[src/rtl/prb_pkg.sv]
package prb_pkg;

  typedef enum logic [2:0] {
    RK_CTRL,
    RK_WIDE,
    RK_PAGE,
    RK_WO,
    RK_NARROW,
    RK_STAT,
    RK_NONE
  } reg_kind_e;

  // First word index of each register kind; the wide register spans wide_nw words.
  function automatic int unsigned kind_base(reg_kind_e k, int unsigned wide_nw);
    case (k)
      RK_CTRL:   return 0;
      RK_WIDE:   return 1;
      RK_PAGE:   return 1 + wide_nw;
      RK_WO:     return 2 + wide_nw;
      RK_NARROW: return 3 + wide_nw;
      RK_STAT:   return 4 + wide_nw;
      default:   return 0;
    endcase
  endfunction

  function automatic reg_kind_e idx_kind(int unsigned idx, int unsigned wide_nw);
    if (idx == kind_base(RK_CTRL, wide_nw))   return RK_CTRL;
    if (idx >= kind_base(RK_WIDE, wide_nw) && idx < kind_base(RK_PAGE, wide_nw))
                                              return RK_WIDE;
    if (idx == kind_base(RK_PAGE, wide_nw))   return RK_PAGE;
    if (idx == kind_base(RK_WO, wide_nw))     return RK_WO;
    if (idx == kind_base(RK_NARROW, wide_nw)) return RK_NARROW;
    if (idx == kind_base(RK_STAT, wide_nw))   return RK_STAT;
    return RK_NONE;
  endfunction

  function automatic logic kind_writable(reg_kind_e k);
    return (k == RK_CTRL) || (k == RK_WIDE) || (k == RK_PAGE) ||
           (k == RK_WO) || (k == RK_NARROW);
  endfunction

  // Bit offset of word k inside a multi-word register, most significant word first.
  function automatic int unsigned word_shift(int unsigned k, int unsigned nw,
                                             int unsigned ww);
    return (nw - 1 - k) * ww;
  endfunction

endpackage

[src/rtl/prb_wr_decode.sv]
module prb_wr_decode
  import prb_pkg::*;
#(
  parameter int IDX_W   = 3,
  parameter int WIDE_NW = 2
) (
  input  logic                    wr_en,
  input  logic [IDX_W-1:0]        wr_idx,
  input  logic                    sel_valid,
  output logic [(1<<IDX_W)-1:0]   word_strobe,
  output logic                    addr_ok
);
  localparam int NWORDS   = 1 << IDX_W;
  localparam int PAGE_IDX = int'(kind_base(RK_PAGE, WIDE_NW));

  reg_kind_e wr_kind;
  assign wr_kind = idx_kind(int'(wr_idx), WIDE_NW);

  for (genvar i = 0; i < NWORDS; i++) begin : g_strobe
    localparam logic WRITABLE = kind_writable(idx_kind(i, WIDE_NW));
    assign word_strobe[i] = wr_en && WRITABLE && (int'(wr_idx) == i);
  end

  always_comb begin
    addr_ok = kind_writable(wr_kind);
    if (int'(wr_idx) == PAGE_IDX && !sel_valid) addr_ok = 1'b0;
  end
endmodule

[src/rtl/prb_page_route.sv]
module prb_page_route #(
  parameter int COPIES = 3,
  parameter int SEL_W  = 2
) (
  input  logic              page_strobe,
  input  logic [SEL_W-1:0]  sel,
  output logic [COPIES-1:0] copy_wr,
  output logic              sel_valid
);
  assign sel_valid = int'(sel) < COPIES;

  for (genvar c = 0; c < COPIES; c++) begin : g_copy
    assign copy_wr[c] = page_strobe && (int'(sel) == c);
  end
endmodule

[src/rtl/prb_ctrl_rdmux.sv]
module prb_ctrl_rdmux
  import prb_pkg::*;
#(
  parameter int WORD_W   = 32,
  parameter int IDX_W    = 3,
  parameter int WIDE_NW  = 2,
  parameter int NARROW_W = 12,
  parameter int COPIES   = 3,
  parameter int SEL_W    = 2
) (
  input  logic [IDX_W-1:0]           idx,
  input  logic [WORD_W-1:0]          ctrl_q,
  input  logic [WIDE_NW*WORD_W-1:0]  wide_q,
  input  logic [COPIES*WORD_W-1:0]   page_q,
  input  logic [SEL_W-1:0]           sel,
  input  logic [NARROW_W-1:0]        nar_q,
  output logic [WORD_W-1:0]          data,
  output logic                       ok
);
  localparam int WIDE_BASE = int'(kind_base(RK_WIDE, WIDE_NW));

  logic [WORD_W-1:0] wide_w [WIDE_NW];
  logic [WORD_W-1:0] page_w [COPIES];

  for (genvar k = 0; k < WIDE_NW; k++) begin : g_wide
    assign wide_w[k] = wide_q[word_shift(k, WIDE_NW, WORD_W) +: WORD_W];
  end
  for (genvar c = 0; c < COPIES; c++) begin : g_page
    assign page_w[c] = page_q[c*WORD_W +: WORD_W];
  end

  reg_kind_e kind;
  assign kind = idx_kind(int'(idx), WIDE_NW);

  always_comb begin
    data = '0;
    ok   = 1'b0;
    case (kind)
      RK_CTRL: begin
        data = ctrl_q;
        ok   = 1'b1;
      end
      RK_WIDE: begin
        for (int k = 0; k < WIDE_NW; k++)
          if (int'(idx) == WIDE_BASE + k) data = wide_w[k];
        ok = 1'b1;
      end
      RK_PAGE: begin
        for (int c = 0; c < COPIES; c++)
          if (int'(sel) == c) begin
            data = page_w[c];
            ok   = 1'b1;
          end
      end
      RK_NARROW: begin
        data = {{(WORD_W-NARROW_W){1'b0}}, nar_q};
        ok   = 1'b1;
      end
      default: begin
        data = '0;
        ok   = 1'b0;
      end
    endcase
  end
endmodule

[src/rtl/prb_stat_rdmux.sv]
module prb_stat_rdmux
  import prb_pkg::*;
#(
  parameter int WORD_W  = 32,
  parameter int IDX_W   = 3,
  parameter int WIDE_NW = 2
) (
  input  logic [IDX_W-1:0]  idx,
  input  logic [WORD_W-1:0] stat_in,
  input  logic [WORD_W-1:0] fb_data,
  input  logic              fb_ok,
  output logic [WORD_W-1:0] data,
  output logic              ok
);
  always_comb begin
    if (idx_kind(int'(idx), WIDE_NW) == RK_STAT) begin
      data = stat_in;
      ok   = 1'b1;
    end else begin
      data = fb_data;
      ok   = fb_ok;
    end
  end
endmodule

[src/rtl/prb_bank.sv]
module prb_bank
  import prb_pkg::*;
#(
  parameter int WORD_W      = 32,
  parameter int BANK_BYTES  = 32,
  parameter int WIDE_W      = 64,
  parameter int NARROW_W    = 12,
  parameter int PAGE_COPIES = 3,
  parameter int SEL_W       = 2,
  localparam int OFF_BITS   = $clog2(WORD_W/8),
  localparam int ADDR_W     = $clog2(BANK_BYTES),
  localparam int IDX_W      = ADDR_W - OFF_BITS,
  localparam int NWORDS     = 1 << IDX_W
) (
  input  logic                   clk,
  input  logic                   rst,
  input  logic                   wr_en,
  input  logic [ADDR_W-1:0]      wr_addr,
  input  logic [WORD_W-1:0]      wr_data,
  input  logic [ADDR_W-1:0]      rd_addr,
  input  logic [WORD_W-1:0]      stat_in,
  output logic [NWORDS-1:0]      wr_strobe,
  output logic [PAGE_COPIES-1:0] page_wr,
  output logic                   wr_ok,
  output logic [WORD_W-1:0]      rd_data,
  output logic                   rd_ok,
  output logic [WORD_W-1:0]      wo_q
);
  localparam int WIDE_NW   = WIDE_W / WORD_W;
  localparam int CTRL_IDX  = int'(kind_base(RK_CTRL, WIDE_NW));
  localparam int WIDE_BASE = int'(kind_base(RK_WIDE, WIDE_NW));
  localparam int PAGE_IDX  = int'(kind_base(RK_PAGE, WIDE_NW));
  localparam int WO_IDX    = int'(kind_base(RK_WO, WIDE_NW));
  localparam int NAR_IDX   = int'(kind_base(RK_NARROW, WIDE_NW));

  logic [IDX_W-1:0] wr_idx, rd_idx;
  assign wr_idx = wr_addr[ADDR_W-1:OFF_BITS];
  assign rd_idx = rd_addr[ADDR_W-1:OFF_BITS];

  logic [WORD_W-1:0]             ctrl_q;
  logic [WIDE_W-1:0]             wide_q;
  logic [PAGE_COPIES*WORD_W-1:0] page_q;
  logic [WORD_W-1:0]             wo_r;
  logic [NARROW_W-1:0]           nar_q;

  logic [SEL_W-1:0] page_sel;
  logic             sel_valid;
  assign page_sel = ctrl_q[SEL_W-1:0];

  prb_wr_decode #(.IDX_W(IDX_W), .WIDE_NW(WIDE_NW)) u_wdec (
    .wr_en      (wr_en),
    .wr_idx     (wr_idx),
    .sel_valid  (sel_valid),
    .word_strobe(wr_strobe),
    .addr_ok    (wr_ok)
  );

  prb_page_route #(.COPIES(PAGE_COPIES), .SEL_W(SEL_W)) u_page (
    .page_strobe(wr_strobe[PAGE_IDX]),
    .sel        (page_sel),
    .copy_wr    (page_wr),
    .sel_valid  (sel_valid)
  );

  always_ff @(posedge clk) begin
    if (rst) begin
      ctrl_q <= '0;
      wide_q <= '0;
      page_q <= '0;
      wo_r   <= '0;
      nar_q  <= '0;
    end else begin
      if (wr_strobe[CTRL_IDX]) ctrl_q <= wr_data;
      for (int k = 0; k < WIDE_NW; k++)
        if (wr_strobe[WIDE_BASE + k])
          wide_q[word_shift(k, WIDE_NW, WORD_W) +: WORD_W] <= wr_data;
      for (int c = 0; c < PAGE_COPIES; c++)
        if (page_wr[c]) page_q[c*WORD_W +: WORD_W] <= wr_data;
      if (wr_strobe[WO_IDX])  wo_r  <= wr_data;
      if (wr_strobe[NAR_IDX]) nar_q <= wr_data[NARROW_W-1:0];
    end
  end

  assign wo_q = wo_r;

  logic [WORD_W-1:0] ctrl_rd_data;
  logic              ctrl_rd_ok;

  prb_ctrl_rdmux #(
    .WORD_W(WORD_W), .IDX_W(IDX_W), .WIDE_NW(WIDE_NW),
    .NARROW_W(NARROW_W), .COPIES(PAGE_COPIES), .SEL_W(SEL_W)
  ) u_crd (
    .idx   (rd_idx),
    .ctrl_q(ctrl_q),
    .wide_q(wide_q),
    .page_q(page_q),
    .sel   (page_sel),
    .nar_q (nar_q),
    .data  (ctrl_rd_data),
    .ok    (ctrl_rd_ok)
  );

  prb_stat_rdmux #(.WORD_W(WORD_W), .IDX_W(IDX_W), .WIDE_NW(WIDE_NW)) u_srd (
    .idx    (rd_idx),
    .stat_in(stat_in),
    .fb_data(ctrl_rd_data),
    .fb_ok  (ctrl_rd_ok),
    .data   (rd_data),
    .ok     (rd_ok)
  );
endmodule

[config.mk]
export PLATFORM = sky130hd
export DESIGN_NAME = prb_bank
export DESIGN_NICKNAME = d
export VERILOG_FILES = /design/src/rtl/prb_pkg.sv /design/src/rtl/prb_wr_decode.sv /design/src/rtl/prb_page_route.sv /design/src/rtl/prb_ctrl_rdmux.sv /design/src/rtl/prb_stat_rdmux.sv /design/src/rtl/prb_bank.sv
export SDC_FILE = /design/constraint.sdc
export NUM_CORES = 1
export LEC_CHECK = 0
export BUFFER_PORTS_ARGS = -buffer_cell sky130_fd_sc_hd__buf_2
export CAP_MARGIN = 30
export CELL_PAD_IN_SITES_DETAIL_PLACEMENT = 1
export CELL_PAD_IN_SITES_GLOBAL_PLACEMENT = 2
export CORE_AREA = 3 3 179 181
export CTS_BUF_LIST = sky130_fd_sc_hd__clkbuf_4 sky130_fd_sc_hd__clkbuf_8
export CTS_CLUSTER_SIZE = 24
export DETAILED_ROUTE_END_ITERATION = 7
export DIE_AREA = 0 0 182 184
export MAX_ROUTING_LAYER = met4
export PLACE_DENSITY_LB_ADDON = 0.15
export SLEW_MARGIN = 20
export SYNTH_ARGS = -nofsm -noshare
export SYNTH_HDL_FRONTEND = slang
export SYNTH_SLANG_ARGS = --single-unit
[constraint.sdc]
create_clock -name clk -period 2.2 [get_ports clk]
set_clock_uncertainty 0.1 [all_clocks]
set_input_delay 0.33 -clock clk [delete_from_list [all_inputs] [get_ports clk]]
set_output_delay 0.33 -clock clk [all_outputs]
set_load 0.05 [all_outputs]
==> out/summary.txt <==
crit share post-route = 111.0%
commonest non-fill, non-tap cell in the layout = nand2_1
status = complete, but fails checks
worst vdd ir = 0.3354 mV
die width = 182 um
Synth Flop Type = dfxtp_1
Arr. time, crit path = 2.01 ns
Synth async-reset ratio = 0%
non-filler cells, final = 1889
H-tree Lvls = 2
CTS tree = yes
root buf cell = clkbuf_8
Final Critical Period = 2.442 ns
DPL Wire Length = 25.72 mm
slowest CP cell = dfxtp_4
GR Overflow Total = 0
via count = 9988
Detailed Route Iter0 Violations = 567
max-slew violations = 0
# DRC = 0
pin count of the biggest net entering global routing = 51
core area = 30590 um^2
post-synth cell types = 33
max cap viols = 0
crit path cell chain = nand2b_2 -> o221a_2 -> o22ai_2 -> buf_6
syn avg cell area = 8.497 um^2
Total Routing Usage GR = 23.85%
Crit Path Max Fanout = 7
class of the worst hold path = in2reg
final worst slack = -0.2415 ns
area of the multi-input gates = 5827 um^2
CTS Buffer Depth = 3
I/O pin count = 154
TritonCTS buffer count = 44
filler instances = 3644
worst-skew pair later-pin latency = 0.54 ns
FMAX = 409.6 MHz
commonest cells after routing, fill and taps aside = nand2_1 (297), dfxtp_1 (234), a21oi_1 (173)
placed cells = 1768
Syn Inst Count = 1257
CP max stage delay = 0.40 ns
drt first pass iters = 4
register area share after synthesis = 44.24%
first-pass GRT wire length = 60.93 mm
Worst Path Required = 1.77 ns
worst slew pin tran = 0.5336 ns
sequential cell area = 4732 um^2
DRT antenna net count = 0
Rows = 64
final setup vio count = 36
Avg WL per Cell = 21.20 um
initial antenna violation count = 1
DIE AREA = 33490 um^2
Avg Vias per Cell = 5.287
number of synthesized register bits = 236
Post-synth EDFFs = 0
port buffer count = 147
Mapped Area = 10680 um^2
violated checks = negative setup slack
Clock Pin Slew Worst Setup and Hold Paths = 0.06 ns
initial core utilization = 34.91%
Critical Setup Path Class = reg2out
RSZ-0062 raised after global routing = true
GPL Wtd Cong = 0.7587
DIE HEIGHT = 184 um
vias in the first global route = 10250
pre-CTS WS = 0.02389 ns
Slew HR = 64.43%
crit end category = output port
Final Hold Fails = 0
P per Cell Area = 701.5 nW/um^2
Startpoint Class = flop
CTS sink count = 236
final WL = 40.04 mm
YS warnings = 0
Lkg Pwr = 5.510 nW
area grow syn2layout = 33.18%
share of layout cells above drive strength 1 = 28.62%
Final Net Count = 1541
==> cells by family (layout without fill, tap and decap cells) <==
family	after synthesis	count (layout)	synth area share, %
compound gates	301	301	17.14
fa+ha+maj	4	4	0.4686
buf+inv	123	357	5.331
flops	236	236	44.24
mux	145	145	13.82
other cells	1	3	0.03511
simple gates	447	447	18.97
==> worst max-delay path: cells and delay by family, from the launching register on <==
kind	cells	cell delay, ns
compound gates	2	0.57
simple gates	1	0.30
buf+inv	1	0.20
flops	1	0.40
==> sequential cells by signal, indices dropped and copies added, names as in the netlist <==
register	count
ctrl_q	32
nar_q	12
page_q	96
wide_q	64
wo_q	32
==> per-layer routing <==
| layer | track usage [%] | part of all wire [%] | up-vias |
|---|---|---|---|
| met1 | 31.95 | 47 | 4964 |
| met2 | 38.63 | 47 | 223 |
| met4 | 5.667 | 2.1 | 0 |
| met5 | - | 0 | - |
| met3 | 2.948 | 4.0 | 60 |
| li1 | - | - | 4741 |
==> stage by stage <==
stage / utilization [%] / hold WS (ns) / area [um^2] / power, mW / setup TNS, ns
detailed placement: 40.12 / 0.3426 / 12270 / 5.496 / 0
global route: 46.50 / 0.02306 / 14220 / 10.39 / -8.189
CTS: 45.98 / 0.001751 / 14070 / 10.08 / -6.372
global placement: 40.12 / 0.3386 / 12270 / 5.488 / 0
finish: 46.50 / 0.02418 / 14220 / 9.978 / -5.945
floorplan: - / 0.3329 / 10780 / 5.063 / -1.712
==> path summary, 6_finish.rpt <==
kind,start,end,slack [ns],depth (start not counted)
worst max-delay path,ctrl_q[1],rd_data[13],-0.24,4
worst min-delay path,wr_data[20],wide_q[20],0.02,3
worst max register to register,ctrl_q[1],page_q[18],0.13,7
worst min register to register,ctrl_q[24],ctrl_q[24],0.35,2
==> power by group <==
group	switching (mW)	total, mW	internal (mW)	leakage, nW
Combinational	0.715	1.14	0.426	3.10
Sequential	0.0374	4.38	4.34	1.91
Clock	1.87	4.46	2.59	0.500
Total	2.62	9.98	7.36	5.51
==> repair_timing <==
item                                   in CTS  in global routing
setup endpoints to repair                  37                 37
gates resized for setup                   109                 20
gates cloned                                5                  1
buffers inserted                           11                  8
pin swaps                                  14                  2
hold buffers                               19                  0
endpoints found under the hold margin      82                  0
==> cell usage after synthesis (all sizes together) (2+ instances only) <==
cell type,instances,share of area [%]
nand2,297,10
dfxtp,236,44
a21oi,174,8.2
mux2i,125,12
nand2b,100,5.9
clkbuf,69,2.4
a2bb2oi,41,3.4
buf,41,2.3
nand3,35,1.6
o21ai,35,1.6
o221ai,29,2.4
mux2,20,2.1
a22oi,15,1.1
inv,13,0.57
nand3b,6,0.54
ha,4,0.47
nor2,3,0.11
o221a,3,0.32
o22ai,3,0.18
nor2b,2,0.12
==> cell type report <==
type / count / area share [%]
diodes: 1 / 0.01759
multi-input cells: 899 / 40.97
well taps: 396 / 3.483
inverters: 13 / 0.4310
flip-flops and latches: 236 / 33.27
clock buffers: 76 / 6.430
repair buffers: 266 / 15.33
clock inverters: 2 / 0.07037
Power figures use the tool's default switching activity.
